## config.mk

```make
export PLATFORM = sky130hd
export DESIGN_NAME = reset_cause_unit
export DESIGN_NICKNAME = d
export VERILOG_FILES = /design/src/rtl/rcu_pkg.sv /design/src/rtl/rcu_cause_flags.sv /design/src/rtl/rcu_oneshot.sv /design/src/rtl/rcu_periph_reg.sv /design/src/rtl/reset_cause_unit.sv
export SDC_FILE = /design/constraint.sdc
export NUM_CORES = 1
export LEC_CHECK = 0
export ABC_AREA = 0
export CAP_MARGIN = 15
export CORE_UTILIZATION = 31
export DETAILED_ROUTE_END_ITERATION = 10
export PLACE_DENSITY = 0.74
export SLEW_MARGIN = 20
export SYNTH_ARGS = -nofsm -noshare
export SYNTH_HDL_FRONTEND = slang
export SYNTH_SLANG_ARGS = --single-unit
```

## constraint.sdc

```tcl
create_clock -name clk -period 1 [get_ports clk]
set_input_delay 0.25 -clock clk [delete_from_list [all_inputs] [get_ports clk]]
set_output_delay 0.25 -clock clk [all_outputs]
set_load 0.02 [all_outputs]
```

## src/rtl/rcu_pkg.sv

```systemverilog
package rcu_pkg;
  localparam int unsigned DATA_W = 32;

  typedef enum logic [1:0] {
    SEL_CAUSE  = 2'd0,
    SEL_SHOT   = 2'd1,
    SEL_PERIPH = 2'd2,
    SEL_NONE   = 2'd3
  } reg_sel_e;

  // cause flag positions
  localparam int unsigned CF_POR  = 0;
  localparam int unsigned CF_PIN  = 1;
  localparam int unsigned CF_WDT  = 2;
  localparam int unsigned CF_LVR  = 3;
  localparam int unsigned CF_BOD  = 4;
  localparam int unsigned CF_SREQ = 5;
  localparam int unsigned CF_CORE = 7;

  localparam logic [DATA_W-1:0] CAUSE_IMPL      = 32'h0000_00BF;
  localparam logic [DATA_W-1:0] PERIPH_MASK_DEF = 32'h0893_323E;
  localparam int unsigned       PULSE_CYC_DEF   = 2;
  localparam int unsigned       NUM_SHOT        = 2;
endpackage

```

## src/rtl/rcu_cause_flags.sv

```systemverilog
module rcu_cause_flags #(
  parameter int unsigned W = 32,
  parameter logic [W-1:0] IMPL = '1
) (
  input  logic         clk,
  input  logic         keep_rst_n,
  input  logic [W-1:0] set_i,
  input  logic [W-1:0] clr_i,
  output logic [W-1:0] flags_o
);
  logic unused_bits;
  assign unused_bits = ^((set_i | clr_i) & ~IMPL);

  for (genvar i = 0; i < W; i++) begin : g_bit
    if (IMPL[i]) begin : g_flag
      logic bit_q;
      always_ff @(posedge clk or negedge keep_rst_n) begin
        if (!keep_rst_n)   bit_q <= 1'b0;
        else if (set_i[i]) bit_q <= 1'b1;   // set has priority over clear
        else if (clr_i[i]) bit_q <= 1'b0;
      end
      assign flags_o[i] = bit_q;
    end else begin : g_tie
      assign flags_o[i] = 1'b0;
    end
  end
endmodule

```

## src/rtl/rcu_oneshot.sv

```systemverilog
module rcu_oneshot #(
  parameter int unsigned PULSE_CYC = 2
) (
  input  logic clk,
  input  logic rst_n,
  input  logic req_i,
  output logic fire_o,
  output logic active_o
);
  localparam int unsigned CNT_W = $clog2(PULSE_CYC + 1);
  localparam logic [CNT_W-1:0] LOAD = CNT_W'(PULSE_CYC);

  logic [CNT_W-1:0] cnt_q;

  assign active_o = (cnt_q != '0);
  assign fire_o   = req_i && !active_o;   // no retrigger while running

  always_ff @(posedge clk or negedge rst_n) begin
    if (!rst_n)        cnt_q <= '0;
    else if (fire_o)   cnt_q <= LOAD;
    else if (active_o) cnt_q <= cnt_q - 1'b1;
  end
endmodule

```

## src/rtl/rcu_periph_reg.sv

```systemverilog
module rcu_periph_reg #(
  parameter int unsigned W = 32,
  parameter logic [W-1:0] MASK = '1
) (
  input  logic         clk,
  input  logic         rst_n,
  input  logic         we_i,
  input  logic [W-1:0] wdata_i,
  output logic [W-1:0] q_o
);
  logic unused_bits;
  assign unused_bits = ^(wdata_i & ~MASK);

  always_ff @(posedge clk or negedge rst_n) begin
    if (!rst_n)    q_o <= '0;
    else if (we_i) q_o <= wdata_i & MASK;
  end
endmodule

```

## src/rtl/reset_cause_unit.sv

```systemverilog
module reset_cause_unit
  import rcu_pkg::*;
#(
  parameter int unsigned       PULSE_CYC   = PULSE_CYC_DEF,
  parameter logic [DATA_W-1:0] PERIPH_MASK = PERIPH_MASK_DEF
) (
  input  logic              clk,
  input  logic              keep_rst_n,
  input  logic              rst_n,
  input  logic              ev_por,
  input  logic              ev_pin,
  input  logic              ev_wdt,
  input  logic              ev_lvr,
  input  logic              ev_bod,
  input  logic              ev_sysreq,
  input  logic              prot_open,
  input  logic [1:0]        bus_sel,
  input  logic              bus_we,
  input  logic [DATA_W-1:0] bus_wdata,
  output logic [DATA_W-1:0] bus_rdata,
  output logic              chip_rst_o,
  output logic              core_rst_o,
  output logic [DATA_W-1:0] periph_rst_o
);
  logic we_cause, we_shot, we_periph;
  assign we_cause  = bus_we && (bus_sel == SEL_CAUSE);
  assign we_shot   = bus_we && (bus_sel == SEL_SHOT);
  assign we_periph = bus_we && (bus_sel == SEL_PERIPH);

  // one-shot triggers: index 0 chip, index 1 core
  logic [NUM_SHOT-1:0] shot_fire, shot_active;
  for (genvar k = 0; k < NUM_SHOT; k++) begin : g_shot
    rcu_oneshot #(.PULSE_CYC(PULSE_CYC)) i_shot (
      .clk      (clk),
      .rst_n    (rst_n),
      .req_i    (we_shot && prot_open && bus_wdata[k]),
      .fire_o   (shot_fire[k]),
      .active_o (shot_active[k])
    );
  end
  assign chip_rst_o = shot_active[0];
  assign core_rst_o = shot_active[1];

  // cause flags in the always-on domain
  logic [DATA_W-1:0] cause_set, cause_clr, cause_q;
  always_comb begin
    cause_set          = '0;
    cause_set[CF_POR]  = ev_por | shot_fire[0];
    cause_set[CF_PIN]  = ev_pin;
    cause_set[CF_WDT]  = ev_wdt;
    cause_set[CF_LVR]  = ev_lvr;
    cause_set[CF_BOD]  = ev_bod;
    cause_set[CF_SREQ] = ev_sysreq;
    cause_set[CF_CORE] = shot_fire[1];
  end
  assign cause_clr = we_cause ? bus_wdata : '0;

  rcu_cause_flags #(.W(DATA_W), .IMPL(CAUSE_IMPL)) i_flags (
    .clk        (clk),
    .keep_rst_n (keep_rst_n),
    .set_i      (cause_set),
    .clr_i      (cause_clr),
    .flags_o    (cause_q)
  );

  rcu_periph_reg #(.W(DATA_W), .MASK(PERIPH_MASK)) i_periph (
    .clk     (clk),
    .rst_n   (rst_n),
    .we_i    (we_periph),
    .wdata_i (bus_wdata),
    .q_o     (periph_rst_o)
  );

  always_comb begin
    unique case (reg_sel_e'(bus_sel))
      SEL_CAUSE:  bus_rdata = cause_q;
      SEL_SHOT:   bus_rdata = {{(DATA_W-NUM_SHOT){1'b0}}, shot_active};
      SEL_PERIPH: bus_rdata = periph_rst_o;
      default:    bus_rdata = '0;
    endcase
  end
endmodule

```

==> results by group <==
Outcome
  • Status: finished with violations
  • Violated checks: design-rule violations, negative setup slack

Floorplan
  • Full die area: 5060 sq um
  • # IOs: 111
  • Chip height: 71.2 um
  • Die width: 71.2 um
  • Std-Cell Rows: 24
  • Starting Density: 33.1%
  • Core area: 4470 sq um

STA
  • RSZ-0062 raised after global routing: true
  • Max-slew violations: 0
  • Max frequency: 674 MHz
  • Final TNS setup: -9.76 ns
  • Final setup viols: 54
  • Fin. Hold Viols: 0
  • Min Tclk post-route: 1.48 ns
  • Final worst slack: -0.485 ns
  • Tcrit/Tclk final: 148%
  • Worst Skew: 0.000607 ns

Synth
  • Yosys cell types: 24
  • Post-synth EDFFs: 0
  • Post-synth ARST share: 100%
  • Mapped Cells: 134
  • Synth top area share: 40.5%
  • Sequential-to-total area share from yosys stat: 40.5%
  • Syn Area/Cell: 11.1 sq um
  • Largest area contributor in the netlist: dfrtp_1
  • Mapped cell area: 1480 sq um
  • YS warnings: 0
  • Synth Flop Type: dfrtp_1
  • Top cells by area in the synthesized netlist: dfrtp_1 (41%), buf_4 (18%), mux2_4 (10%)
  • Register bit total from synthesis: 24

Final layout
  • Antenna Cells: 0
  • Final-stage net count: 282
  • Layout area overhead: 75.4%
  • Most frequent cells in the layout: buf_6 (46), conb_1 (36), buf_4 (24)
  • Filler cells: 386
  • Reg area: 603 sq um
  • Area of the multi-input gates: 821 sq um
  • Most common cell after layout, fill and taps aside: buf_6
  • Share of cells above drive strength 1: 56.0%
  • Fin util: 58.1%

Placement
  • Routability congestion estimate from global placement: 0.746
  • Port Buffers: 57
  • DP HPWL: 2580 um
  • Setup WS pre-CTS: -1.07 ns

Global routing
  • Vias in the first global route: 1151
  • Initial antenna violation count: 0
  • Grt ovf: 0
  • Largest net degree at the start of global routing: 14
  • First-pass GRT wire length: 5820 um
  • Gr usage total: 15.1%

Route
  • DRT iter0 DRCs: 55
  • DR vias: 1196
  • Post-DRT Antenna Nets: 0
  • Total wire length: 3790 um
  • Vias/cell: 4.18
  • DRC viols: 6
  • Average wire per standard cell: 13.2 um
  • DRT Pass-1 Iters: 7

Worst setup path
  • CP Class: flop to output port
  • Reg2reg start: g_shot[0].i_shot.cnt_q[0]$_DFFE_PN0P_
  • Worst Path Required: 0.75 ns
  • CP top delay family: flip-flops
  • Critical path fanouts, max: 3
  • Slowest CP cell: dfrtp_1
  • Worst-path cell chain: inv_2 -> ha_4 -> inv_4 -> mux2i_1 -> nor2_2 -> buf_6
  • Critical path's largest stage delay: 0.38 ns
  • Worst r2r path cells: 6
  • Worst Path Arrival: 1.23 ns
  • CP Capture Type: output port
  • Worst setup path start: g_shot[0].i_shot.cnt_q[0]$_DFFE_PN0P_
  • Reg-to-reg slack, setup: -0.32 ns
  • CP bufs+invs: 3
  • Reg2reg end: g_shot[0].i_shot.cnt_q[0]$_DFFE_PN0P_
  • CP Launch Type: flop

Clock network
  • Hold_buf cts: 0
  • CTS Buf Count: 3
  • CTS tree: done
  • Num Clock Sinks: 24
  • CTS max path bufs: 2
  • Reg clk slew, reported paths: 0.08 ns
  • Skew-Pair Late Insertion Delay: 0.26 ns
  • H-tree Lvls: 1
  • CTS root buf: clkbuf_8

Pwr
  • Maximum vdd drop: 708 uV
  • Pwr Density: 1720 nW/um^2
  • Pleak: 1.28 nW

Run
  • Max Cap Viol: 0

Hold path
  • Hold WC Path Type: primary input to asynchronous set/reset pin
-- cells in the mapped netlist (3+ instances only) --
| cell | number |
|---|---|
| buf_4 | 36 |
| dfrtp_1 | 24 |
| mux2_4 | 10 |
| and2_1 | 8 |
| mux2i_1 | 8 |
| nand2_1 | 8 |
| a21o_1 | 6 |
| inv_1 | 6 |
| nor2_1 | 5 |
| mux2_2 | 4 |
| buf_6 | 3 |
-- through the flow --
| step | std cells | hold slack [ns] | area [sq um] | power (mW) |
|---|---|---|---|---|
| finish | 286 | 0.269 | 2600 | 4.47 |
| global route | 286 | 0.267 | 2600 | 4.74 |
| CTS | 283 | 0.271 | 2560 | 4.38 |
| detailed placement | 264 | 0.465 | 2210 | 3.36 |
| global placement | 264 | 0.459 | 2210 | 3.30 |
| floorplan | 169 | -0.0456 | 1700 | 2.54 |
-- per-layer routing --
| layer | vias up | track usage (%) | routed length (um) |
|---|---|---|---|
| met5 | - | 0 | 0 |
| met4 | 0 | 4.00 | 16 |
| met3 | 2 | 3.13 | 205 |
| met2 | 43 | 26.2 | 2000 |
| met1 | 579 | 19.0 | 1560 |
| li1 | 572 | - | - |
-- report_power, final --
part           switching, mW  internal, mW  leakage, nW
combinational           1.08          1.48        0.986
clock                  0.296         0.284       0.0228
sequential             0.142          1.18        0.267
total                   1.52          2.95         1.28
-- how the worst max path moves through the flow --
stage / end / slack, ns / cells past startpoint
after floorplan: i_periph.q_o[12]$_DFFE_PN0P_ / -0.29 / 6
after global placement: bus_rdata[20] / -1.06 / 5
after detailed placement: bus_rdata[12] / -1.07 / 5
after CTS: bus_rdata[0] / -0.50 / 6
after global routing: bus_rdata[0] / -0.54 / 6
final: bus_rdata[0] / -0.48 / 6
-- layout make-up --
type | count | area share, %
tap | 52 | 2.50
inverter | 6 | 1.06
timing repair buffer | 100 | 39.9
multi-input combinational | 100 | 31.6
sequential | 24 | 23.2
clock buffer | 4 | 1.73
-- cell families (layout without fill, tap and decap cells) --
kind of cell / after synthesis / in the layout / synth area share [%]
mux: 22 / 22 / 18.6
other cells: 1 / 36 / 0.253
flops: 24 / 24 / 40.5
buf+inv: 46 / 110 / 22.4
fa+ha+maj: 2 / 2 / 1.69
compound gates: 13 / 13 / 6.24
simple gates: 26 / 27 / 10.4
-- sequential cells by signal, indices dropped and copies added (netlist names) --
name	flops
g_shot.i_shot.cnt_q	4
i_flags.g_bit.g_flag.bit_q	7
i_periph.q_o	13
-- worst reg2reg max path: stages (launching register included) --
cell     delay, ns
dfrtp_1       0.35
inv_2         0.06
ha_4          0.16
buf_4         0.13
buf_4         0.13
buf_6         0.11
mux2_4        0.28
-- repair_timing --
action,CTS,global route
endpoints found under the setup margin,54,54
pin swaps,22,6
cloned,2,0
buffers inserted,15,7
resized for setup,238,11
(Power assumes the default switching activity.)
